File: config.mk
export PLATFORM = sky130hd
export DESIGN_NAME = fpmul_pipe
export DESIGN_NICKNAME = d
export VERILOG_FILES = /design/src/rtl/fpmul_pkg.sv /design/src/rtl/fpm_classify.sv /design/src/rtl/fpm_mult.sv /design/src/rtl/fpm_norm.sv /design/src/rtl/fpmul_pipe.sv
export SDC_FILE = /design/constraint.sdc
export NUM_CORES = 2
export LEC_CHECK = 0
export ABC_AREA = 1
export CORE_MARGIN = 4
export CORE_UTILIZATION = 51
export CTS_CLUSTER_DIAMETER = 80
export DETAILED_ROUTE_END_ITERATION = 7
export GPL_TIMING_DRIVEN = 0
export MAX_ROUTING_LAYER = met4
export PLACE_DENSITY = 0.65
export SLEW_MARGIN = 25
export SYNTH_ARGS = -nofsm -noshare
export SYNTH_HDL_FRONTEND = slang
export SYNTH_HIERARCHICAL = 1
export SYNTH_SLANG_ARGS = --single-unit
File: constraint.sdc
create_clock -name clk_i -period 8.6 [get_ports clk_i]
set_clock_uncertainty 0.2 [all_clocks]
set_input_delay 1.29 -clock clk_i [delete_from_list [all_inputs] [get_ports clk_i]]
set_output_delay 1.29 -clock clk_i [all_outputs]
set_load 0.01 [all_outputs]
File: src/rtl/fpmul_pkg.sv
package fpmul_pkg;

  typedef enum logic [1:0] {
    CLS_NUM  = 2'd0,
    CLS_ZERO = 2'd1,
    CLS_INV  = 2'd2
  } op_cls_e;

  // invalid wins over zero
  function automatic op_cls_e merge_cls(input logic zero_a, input logic zero_b,
                                        input logic spec_a, input logic spec_b);
    if (spec_a || spec_b) return CLS_INV;
    if (zero_a || zero_b) return CLS_ZERO;
    return CLS_NUM;
  endfunction

endpackage

File: src/rtl/fpm_classify.sv
module fpm_classify
  import fpmul_pkg::*;
#(
  parameter int EXP_W  = 8,
  parameter int FRAC_W = 23
) (
  input  logic                        clk_i,
  input  logic                        rst_ni,
  input  logic                        valid_i,
  input  logic [EXP_W+FRAC_W:0]       a_i,
  input  logic [EXP_W+FRAC_W:0]       b_i,
  output logic                        valid_o,
  output op_cls_e                     cls_o,
  output logic                        sign_o,
  output logic [EXP_W-1:0]            exp_a_o,
  output logic [EXP_W-1:0]            exp_b_o,
  output logic [FRAC_W:0]             sig_a_o,
  output logic [FRAC_W:0]             sig_b_o
);
  localparam int W     = 1 + EXP_W + FRAC_W;
  localparam int SIG_W = FRAC_W + 1;

  logic [W-1:0]     ops    [2];
  logic [EXP_W-1:0] exp_f  [2];
  logic [SIG_W-1:0] sig_f  [2];
  logic             zero_v [2];
  logic             spec_v [2];

  assign ops[0] = a_i;
  assign ops[1] = b_i;

  for (genvar k = 0; k < 2; k++) begin : g_op
    assign exp_f[k]  = ops[k][W-2 -: EXP_W];
    assign zero_v[k] = (exp_f[k] == '0);
    assign spec_v[k] = &exp_f[k];
    assign sig_f[k]  = {1'b1, ops[k][FRAC_W-1:0]};
  end

  op_cls_e cls_c;
  assign cls_c = merge_cls(zero_v[0], zero_v[1], spec_v[0], spec_v[1]);

  always_ff @(posedge clk_i or negedge rst_ni) begin
    if (!rst_ni) begin
      valid_o <= 1'b0;
      cls_o   <= CLS_ZERO;
      sign_o  <= 1'b0;
      exp_a_o <= '0;
      exp_b_o <= '0;
      sig_a_o <= '0;
      sig_b_o <= '0;
    end else begin
      valid_o <= valid_i;
      if (valid_i) begin
        cls_o  <= cls_c;
        sign_o <= a_i[W-1] ^ b_i[W-1];
        if (cls_c == CLS_NUM) begin
          exp_a_o <= exp_f[0];
          exp_b_o <= exp_f[1];
          sig_a_o <= sig_f[0];
          sig_b_o <= sig_f[1];
        end else begin
          exp_a_o <= '0;
          exp_b_o <= '0;
          sig_a_o <= '0;
          sig_b_o <= '0;
        end
      end
    end
  end

endmodule

File: src/rtl/fpm_mult.sv
module fpm_mult
  import fpmul_pkg::*;
#(
  parameter int EXP_W  = 8,
  parameter int FRAC_W = 23
) (
  input  logic                         clk_i,
  input  logic                         rst_ni,
  input  logic                         valid_i,
  input  op_cls_e                      cls_i,
  input  logic                         sign_i,
  input  logic [EXP_W-1:0]             exp_a_i,
  input  logic [EXP_W-1:0]             exp_b_i,
  input  logic [FRAC_W:0]              sig_a_i,
  input  logic [FRAC_W:0]              sig_b_i,
  output logic                         valid_o,
  output op_cls_e                      cls_o,
  output logic                         sign_o,
  output logic signed [EXP_W+1:0]      exp_o,
  output logic [2*FRAC_W+1:0]          prod_o
);
  localparam int XW     = EXP_W + 2;
  localparam int PROD_W = 2 * (FRAC_W + 1);
  localparam int BIAS   = (1 << (EXP_W - 1)) - 1;
  localparam logic signed [XW-1:0] BIAS_X = XW'(BIAS);

  logic signed [XW-1:0] esum_c;
  logic [PROD_W-1:0]    prod_c;

  // two guard bits keep the sum in range for the widest operands
  assign esum_c = $signed({2'b00, exp_a_i}) + $signed({2'b00, exp_b_i}) - BIAS_X;
  assign prod_c = PROD_W'(sig_a_i) * PROD_W'(sig_b_i);

  always_ff @(posedge clk_i or negedge rst_ni) begin
    if (!rst_ni) begin
      valid_o <= 1'b0;
      cls_o   <= CLS_ZERO;
      sign_o  <= 1'b0;
      exp_o   <= '0;
      prod_o  <= '0;
    end else begin
      valid_o <= valid_i;
      if (valid_i) begin
        cls_o  <= cls_i;
        sign_o <= sign_i;
        if (cls_i == CLS_NUM) begin
          exp_o  <= esum_c;
          prod_o <= prod_c;
        end else begin
          exp_o  <= '0;
          prod_o <= '0;
        end
      end
    end
  end

endmodule

File: src/rtl/fpm_norm.sv
module fpm_norm
  import fpmul_pkg::*;
#(
  parameter int EXP_W  = 8,
  parameter int FRAC_W = 23
) (
  input  logic                         clk_i,
  input  logic                         rst_ni,
  input  logic                         valid_i,
  input  op_cls_e                      cls_i,
  input  logic                         sign_i,
  input  logic signed [EXP_W+1:0]      exp_i,
  input  logic [2*FRAC_W+1:0]          prod_i,
  output logic                         valid_o,
  output logic [EXP_W+FRAC_W:0]        result_o,
  output logic                         overflow_o,
  output logic                         underflow_o,
  output logic                         invalid_o
);
  localparam int XW     = EXP_W + 2;
  localparam int W      = 1 + EXP_W + FRAC_W;
  localparam int PROD_W = 2 * (FRAC_W + 1);
  localparam logic signed [XW-1:0] EMAX_X = XW'((1 << EXP_W) - 1);
  localparam logic signed [XW-1:0] ONE_X  = XW'(1);
  localparam logic [W-2:0] QNAN_MAG = {{EXP_W{1'b1}}, 1'b1, {(FRAC_W-1){1'b0}}};
  localparam logic [W-2:0] INF_MAG  = {{EXP_W{1'b1}}, {FRAC_W{1'b0}}};

  logic                 top_c, guard_c, sticky_c, rnd_c, carry_c;
  logic [FRAC_W-1:0]    kept_c;
  logic [FRAC_W:0]      frac_r_c;
  logic [FRAC_W-1:0]    frac_c;
  logic signed [XW-1:0] exp_n_c, exp_f_c;
  logic                 ovf_c, unf_c;
  logic [W-1:0]         res_c;

  assign top_c    = prod_i[PROD_W-1];
  assign kept_c   = top_c ? prod_i[PROD_W-2 -: FRAC_W] : prod_i[PROD_W-3 -: FRAC_W];
  assign guard_c  = top_c ? prod_i[FRAC_W] : prod_i[FRAC_W-1];
  assign sticky_c = top_c ? (|prod_i[FRAC_W-1:0]) : (|prod_i[FRAC_W-2:0]);
  assign exp_n_c  = exp_i + XW'(top_c);

  // nearest, ties to even
  assign rnd_c    = guard_c & (sticky_c | kept_c[0]);
  assign frac_r_c = {1'b0, kept_c} + (FRAC_W+1)'(rnd_c);
  assign carry_c  = frac_r_c[FRAC_W];
  assign frac_c   = carry_c ? '0 : frac_r_c[FRAC_W-1:0];
  assign exp_f_c  = exp_n_c + XW'(carry_c);

  assign ovf_c = (exp_f_c >= EMAX_X);
  assign unf_c = (exp_f_c < ONE_X);

  always_comb begin
    unique case (cls_i)
      CLS_INV:  res_c = {1'b0, QNAN_MAG};
      CLS_ZERO: res_c = {sign_i, {(W-1){1'b0}}};
      default: begin
        if (ovf_c)      res_c = {sign_i, INF_MAG};
        else if (unf_c) res_c = {sign_i, {(W-1){1'b0}}};
        else            res_c = {sign_i, exp_f_c[EXP_W-1:0], frac_c};
      end
    endcase
  end

  always_ff @(posedge clk_i or negedge rst_ni) begin
    if (!rst_ni) begin
      valid_o     <= 1'b0;
      result_o    <= '0;
      overflow_o  <= 1'b0;
      underflow_o <= 1'b0;
      invalid_o   <= 1'b0;
    end else begin
      valid_o <= valid_i;
      if (valid_i) begin
        result_o    <= res_c;
        invalid_o   <= (cls_i == CLS_INV);
        overflow_o  <= (cls_i == CLS_NUM) && ovf_c;
        underflow_o <= (cls_i == CLS_NUM) && !ovf_c && unf_c;
      end
    end
  end

endmodule

File: src/rtl/fpmul_pipe.sv
module fpmul_pipe
  import fpmul_pkg::*;
#(
  parameter int EXP_W  = 8,
  parameter int FRAC_W = 23
) (
  input  logic                   clk_i,
  input  logic                   rst_ni,
  input  logic                   valid_i,
  input  logic [EXP_W+FRAC_W:0]  a_i,
  input  logic [EXP_W+FRAC_W:0]  b_i,
  output logic                   valid_o,
  output logic [EXP_W+FRAC_W:0]  result_o,
  output logic                   overflow_o,
  output logic                   underflow_o,
  output logic                   invalid_o
);
  localparam int XW     = EXP_W + 2;
  localparam int SIG_W  = FRAC_W + 1;
  localparam int PROD_W = 2 * SIG_W;

  logic              s1_valid, s1_sign;
  op_cls_e           s1_cls;
  logic [EXP_W-1:0]  s1_exp_a, s1_exp_b;
  logic [SIG_W-1:0]  s1_sig_a, s1_sig_b;

  logic                 s2_valid, s2_sign;
  op_cls_e              s2_cls;
  logic signed [XW-1:0] s2_exp;
  logic [PROD_W-1:0]    s2_prod;

  fpm_classify #(.EXP_W(EXP_W), .FRAC_W(FRAC_W)) u_classify (
    .clk_i   (clk_i),
    .rst_ni  (rst_ni),
    .valid_i (valid_i),
    .a_i     (a_i),
    .b_i     (b_i),
    .valid_o (s1_valid),
    .cls_o   (s1_cls),
    .sign_o  (s1_sign),
    .exp_a_o (s1_exp_a),
    .exp_b_o (s1_exp_b),
    .sig_a_o (s1_sig_a),
    .sig_b_o (s1_sig_b)
  );

  fpm_mult #(.EXP_W(EXP_W), .FRAC_W(FRAC_W)) u_mult (
    .clk_i   (clk_i),
    .rst_ni  (rst_ni),
    .valid_i (s1_valid),
    .cls_i   (s1_cls),
    .sign_i  (s1_sign),
    .exp_a_i (s1_exp_a),
    .exp_b_i (s1_exp_b),
    .sig_a_i (s1_sig_a),
    .sig_b_i (s1_sig_b),
    .valid_o (s2_valid),
    .cls_o   (s2_cls),
    .sign_o  (s2_sign),
    .exp_o   (s2_exp),
    .prod_o  (s2_prod)
  );

  fpm_norm #(.EXP_W(EXP_W), .FRAC_W(FRAC_W)) u_norm (
    .clk_i       (clk_i),
    .rst_ni      (rst_ni),
    .valid_i     (s2_valid),
    .cls_i       (s2_cls),
    .sign_i      (s2_sign),
    .exp_i       (s2_exp),
    .prod_i      (s2_prod),
    .valid_o     (valid_o),
    .result_o    (result_o),
    .overflow_o  (overflow_o),
    .underflow_o (underflow_o),
    .invalid_o   (invalid_o)
  );

endmodule

Yosys cells after proc, flatten, opt, wreduce, memory -nomap -nowiden
Cells that the tools add are included.
Widths: inputs -> output; s select.
{"block": "totals", "register_bits": 166, "input_bits": 67, "output_inout_bits": 36, "elab_cells": 65}
{"block": "op_classes", "addsub": 5, "mul": 1, "n_lt_le_gt_ge": 2, "eq_ne": 2, "muxes": 20, "n_bitwise": 3, "reduce_logical": 15}
{"cell": "$pmux 32 s2", "n": 1}
{"cell": "$mux 31", "n": 2}
{"cell": "$mul 24x24->48", "n": 1}
{"cell": "$mux 24", "n": 2}
{"cell": "$mux 48", "n": 1}
{"cell": "$mux 23", "n": 2}
{"cell": "$add 23x1->24", "n": 1}
{"cell": "$reduce_or 23->1", "n": 1}
{"cell": "$reduce_or 22->1", "n": 1}
{"cell": "$add 10x1->10", "n": 2}
{"cell": "$logic_not 8->1", "n": 2}
{"cell": "$mux 8", "n": 2}
{"cell": "$reduce_and 8->1", "n": 2}
{"cell": "$ge 10x9->1 const B", "n": 1}
{"cell": "$lt 10x2->1 const B", "n": 1}
{"cell": "$mux 10", "n": 1}
{"cell": "$sub 10x8->10 const B", "n": 1}
{"cell": "$add 8x8->9", "n": 1}
{"cell": "$mux 2", "n": 4}
{"cell": "$logic_not 2->1", "n": 3}
{"cell": "$mux 1", "n": 5}
{"cell": "$logic_and 1x1->1", "n": 3}
{"cell": "$eq 2x1->1 const B", "n": 1}
{"cell": "$eq 2x2->1 const B", "n": 1}
{"cell": "other kinds (5)", "n": 6}

Longest topological paths before layout
{"block": "depth", "ltp_word": 10, "mapped_depth": 30, "ltp_nobuf": 29}

Hierarchy
The synthesis kept the hierarchy.
{"mod": "fpm_mult", "n_inst": 1, "cells_per_inst": 3154, "area_each_um2": 23338.6, "seq_area_each_um2": 1552.7}
{"mod": "fpm_norm", "n_inst": 1, "cells_per_inst": 527, "area_each_um2": 3233.1, "seq_area_each_um2": 900.9}
{"mod": "fpm_classify", "n_inst": 1, "cells_per_inst": 317, "area_each_um2": 2924.1, "seq_area_each_um2": 1677.9}

Least setup slack after synthesis
No wires, ideal clock.
{"block": "synth_timing", "kind": "register -> register", "start": "reg u_classify.sig_b_o[3]", "end": "reg u_mult.prod_o[41]", "setup_time_ns": 0.117, "arrival_ns": 5.705, "t_required_ns": 8.283, "path_slack_ns": 2.578, "path_stages_with_launch": 29, "n_path_buf": 1, "period_less_slack_ns": 6.022, "path_cell_list": "dfrtp_1 clkbuf_1 nand2_1 fa_1 inv_1 fa_1 inv_1 fa_1 inv_1 fa_1 inv_1 fa_1 inv_1 fa_1 inv_1 fa_1 inv_1 ha_1 nand2_1 nor2_2 nand2_1 nor2_1 nand2_1 nand3_2 nand2_1 nand2_1 nand2_1 nand3_1 nand2_1"}
{"block": "synth_between", "elab_chain_cells": 2}
{"element": "from (decl)", "line": "fpm_classify.sv:18", "rtl": "output logic [FRAC_W:0] sig_b_o"}
{"element": "from (signal assigned)", "line": "fpm_classify.sv:60", "rtl": "sig_b_o <= sig_f[1];"}
{"element": "$mul 24x24->48", "line": "fpm_mult.sv:32", "rtl": "assign prod_c = PROD_W'(sig_a_i) * PROD_W'(sig_b_i);"}
{"element": "$mux 48", "line": "fpm_mult.sv:46", "rtl": "if (cls_i == CLS_NUM) begin"}
{"element": "to (signal assigned)", "line": "fpm_mult.sv:48", "rtl": "prod_o <= prod_c;"}
{"element": "to (decl)", "line": "fpm_mult.sv:20", "rtl": "output logic [2*FRAC_W+1:0] prod_o"}
No other way between the ends.
A chain may end at the register's enable or synchronous reset.

Worst setup path in the final report
{"block": "layout_timing", "start": "reg u_classify.sig_a_o[8]", "end": "reg u_mult.prod_o[38]"}
{"block": "layout_between", "elab_chain_cells": 2}
{"element": "from (decl)", "line": "fpm_classify.sv:17", "rtl": "output logic [FRAC_W:0] sig_a_o,"}
{"element": "from (signal assigned)", "line": "fpm_classify.sv:59", "rtl": "sig_a_o <= sig_f[0];"}
{"element": "$mul 24x24->48", "line": "fpm_mult.sv:32"}
{"element": "$mux 48", "line": "fpm_mult.sv:46"}
No other way between the ends.

==> flow_metrics.env <==
export IMPL_yosys_warnings=6
export IMPL_dr_pass1_iters=6
export IMPL_grt_pass1_vias=26100
export IMPL_status="complete, no violations"
export IMPL_cp_required_ps=8780
export IMPL_synth_compound_area_frac=0.02842
export IMPL_netlist_instances=3998
export IMPL_cts_sinks=165
export IMPL_end_kind="register"
export IMPL_relSlewSlack=0.3412
export IMPL_cts_tree="yes"
export IMPL_drive_gt1_frac=0.05152
export IMPL_synth_edf_count=0
export IMPL_grt_remaining_overflow=0
export IMPL_synth_top_family_by_area="adder cells"
export IMPL_numPortBuffers=102
export IMPL_syn_avg_cell_area_um2=7.378
export IMPL_num_antenna_cells=0
export IMPL_drt_iter0_markers=2175
export IMPL_synth_seq_cells=165
export IMPL_arrival_ps=7630
export IMPL_layout_nets=4867
export IMPL_cts_root_buf="clkbuf_16"
export IMPL_maxCapViolations=0
export IMPL_routed_via_count=25260
export IMPL_cts_buffers=17
export IMPL_rsz0062_at_grt="no"
export IMPL_critPathMaxFanout=10
export IMPL_ant_nets=0
export IMPL_tightest_slew_ps=988.2
export IMPL_yosysSeqAreaShare=0.1401
export IMPL_synth_top_area_share=0.3285
export IMPL_wl_mm=96.68
export IMPL_wl_per_cell_um=19.77
export IMPL_critPathKind="reg2reg"
export IMPL_hpwl_mm=80.27
export IMPL_synthFlopType="dfrtp_1"
export IMPL_yosys_area_top_type="fa_1"
export IMPL_synthArstFlopShare=1.000
export IMPL_path_clk_slew_ps=80
export IMPL_viasPerCell=5.166
export IMPL_drv_slew=0
export IMPL_fp_dieH_um=248.5
export IMPL_ioPinCount=103
export IMPL_finalSetupViolations=0
export IMPL_tns_ps=0
export IMPL_post_cts_buffers=0
export IMPL_start_util=0.5191
export IMPL_post_cts_resized=0
export IMPL_drc=0
export IMPL_synth_xor_area_frac=0.005345
export IMPL_antenna_found_initial=1
export IMPL_synth_area_um2=29500
export IMPL_gp_congestion=0.9953
export IMPL_h_tree_depth=4
export IMPL_synth_mux_area_frac=0
export IMPL_r2r_setup_slack_ps=1150
export IMPL_grt_usage=0.3275
export IMPL_cpPeakStageDelay_ps=800
export IMPL_die_area_um2=61750
export IMPL_cts_buffer_depth=2
export IMPL_fin_crit_ps=7450
export IMPL_final_common_cell="nand2_1"
export IMPL_grt_pass1_wl_mm=150.1
export IMPL_clk_insertion_delay_late_ps=500
export IMPL_rows=87
export IMPL_synthTopCellsByArea="fa_1, nand2_1, dfrtp_1"
export IMPL_fp_coreArea_um2=56820
export IMPL_area_growth_pct=9.010
export IMPL_holdBufCountCts=0
export IMPL_synth_simple_area_share=0.2512
export IMPL_dieWidth_um=248.5
export IMPL_final_cell_mix="nand2_1, inv_1, fa_1"
export IMPL_synthAdderAreaFrac=0.4112
export IMPL_critPathSlowestCell="clkbuf_1"
export IMPL_synth_nets=4744
export IMPL_grt_max_degree=85
export IMPL_synth_distinct_cells=47
export IMPL_hp_class="reg2reg"
export IMPL_finalHoldViolations=0
export IMPL_cp_start_kind="register"
export IMPL_finalCritPeriodShare=0.8663
export IMPL_fmax_mhz=134.2
-- cell usage after synthesis (all sizes together) (12+ instances only) --
| master | n |
|---|---|
| o21ai | 59 |
| nand3 | 162 |
| dfrtp | 163 |
| inv | 1095 |
| nand2 | 1372 |
| a21oi | 55 |
| buf | 30 |
| ha | 195 |
| xor2 | 14 |
| clkbuf | 112 |
| nor2 | 165 |
| fa | 484 |
| o21bai | 12 |
| nand4 | 27 |
-- final timing paths --
path / startpoint / end / depth (start not counted)
worst min-delay path: u_classify/valid_o$_DFF_PN0_ / u_mult/valid_o$_DFF_PN0_ / 0
min in group asynchronous: rst_ni / u_mult/prod_o[39]$_DFFE_PN0P_ / 1
worst max-delay path: u_classify/sig_a_o[8]$_DFFE_PN0P_ / u_mult/prod_o[38]$_DFFE_PN0P_ / 28
worst min register to register: u_classify/valid_o$_DFF_PN0_ / u_mult/valid_o$_DFF_PN0_ / 0
worst max register to register: u_classify/sig_a_o[8]$_DFFE_PN0P_ / u_mult/prod_o[38]$_DFFE_PN0P_ / 28
max in group asynchronous: rst_ni / u_classify/cls_o[0]$_DFFE_PN1P_ / 3
-- final cells by class --
class | count | area [um^2]
buffer | 143 | 720.7
inverter | 1095 | 4110
timing repair buffer | 104 | 1081
fill | 5625 | 24670
clock buffer | 17 | 425.4
sequential | 165 | 4131
tap | 756 | 945.9
multi-input combinational | 2595 | 20530
clock inverter | 15 | 203.9
-- flip-flops by register name (all words and copies together) (netlist names), 8 cells and up --
signal / cells
u_mult/exp_o: 10
u_classify/sig_a_o: 24
u_classify/exp_a_o: 8
u_classify/sig_b_o: 23
u_mult/prod_o: 48
u_classify/exp_b_o: 8
u_norm/result_o: 32
-- worst max-delay path, delay by kind of cell, from the launching register on --
family	cells	cell delay [ps]
buf+inv	9	1300
simple gates	11	1220
flops	1	720
fa+ha+maj	8	3860
-- kinds of logic (layout without fill, tap and decap cells) --
kind of cell	Yosys count	in the layout
and+or+nand+nor	1754	1754
buffers and inverters	1238	1374
adders and majority gates	679	679
DFF	165	165
AOI/OAI and AO/OA	144	144
xor gates and xnor gates	18	18
-- layer usage --
layer  vias to the layer above  track usage  wire [um]
li1                      11680            -          -
met4                         0       0.1194       4186
met2                      1082       0.5020      43000
met3                       212      0.06834       9025
met5                         -            -          0
met1                     12290       0.4343      40470
-- stage by stage --
stage                     cells    util  worst slack (ps)  area, um^2  hold slack (ps)
after CTS                  4890  0.5658              1274       32150            272.2
after global placement     4856  0.5537             -1399       31460            258.4
after global routing       4890  0.5659             842.4       32150            296.6
after detailed placement   4858  0.5548              1324       31520            264.1
final                      4890  0.5659              1150       32150            269.9
after floorplan            3998       -              2578       29500            230.5
Power is not shown: default switching activity piles up to over one toggle a cycle in this logic, so the estimate is an artifact.
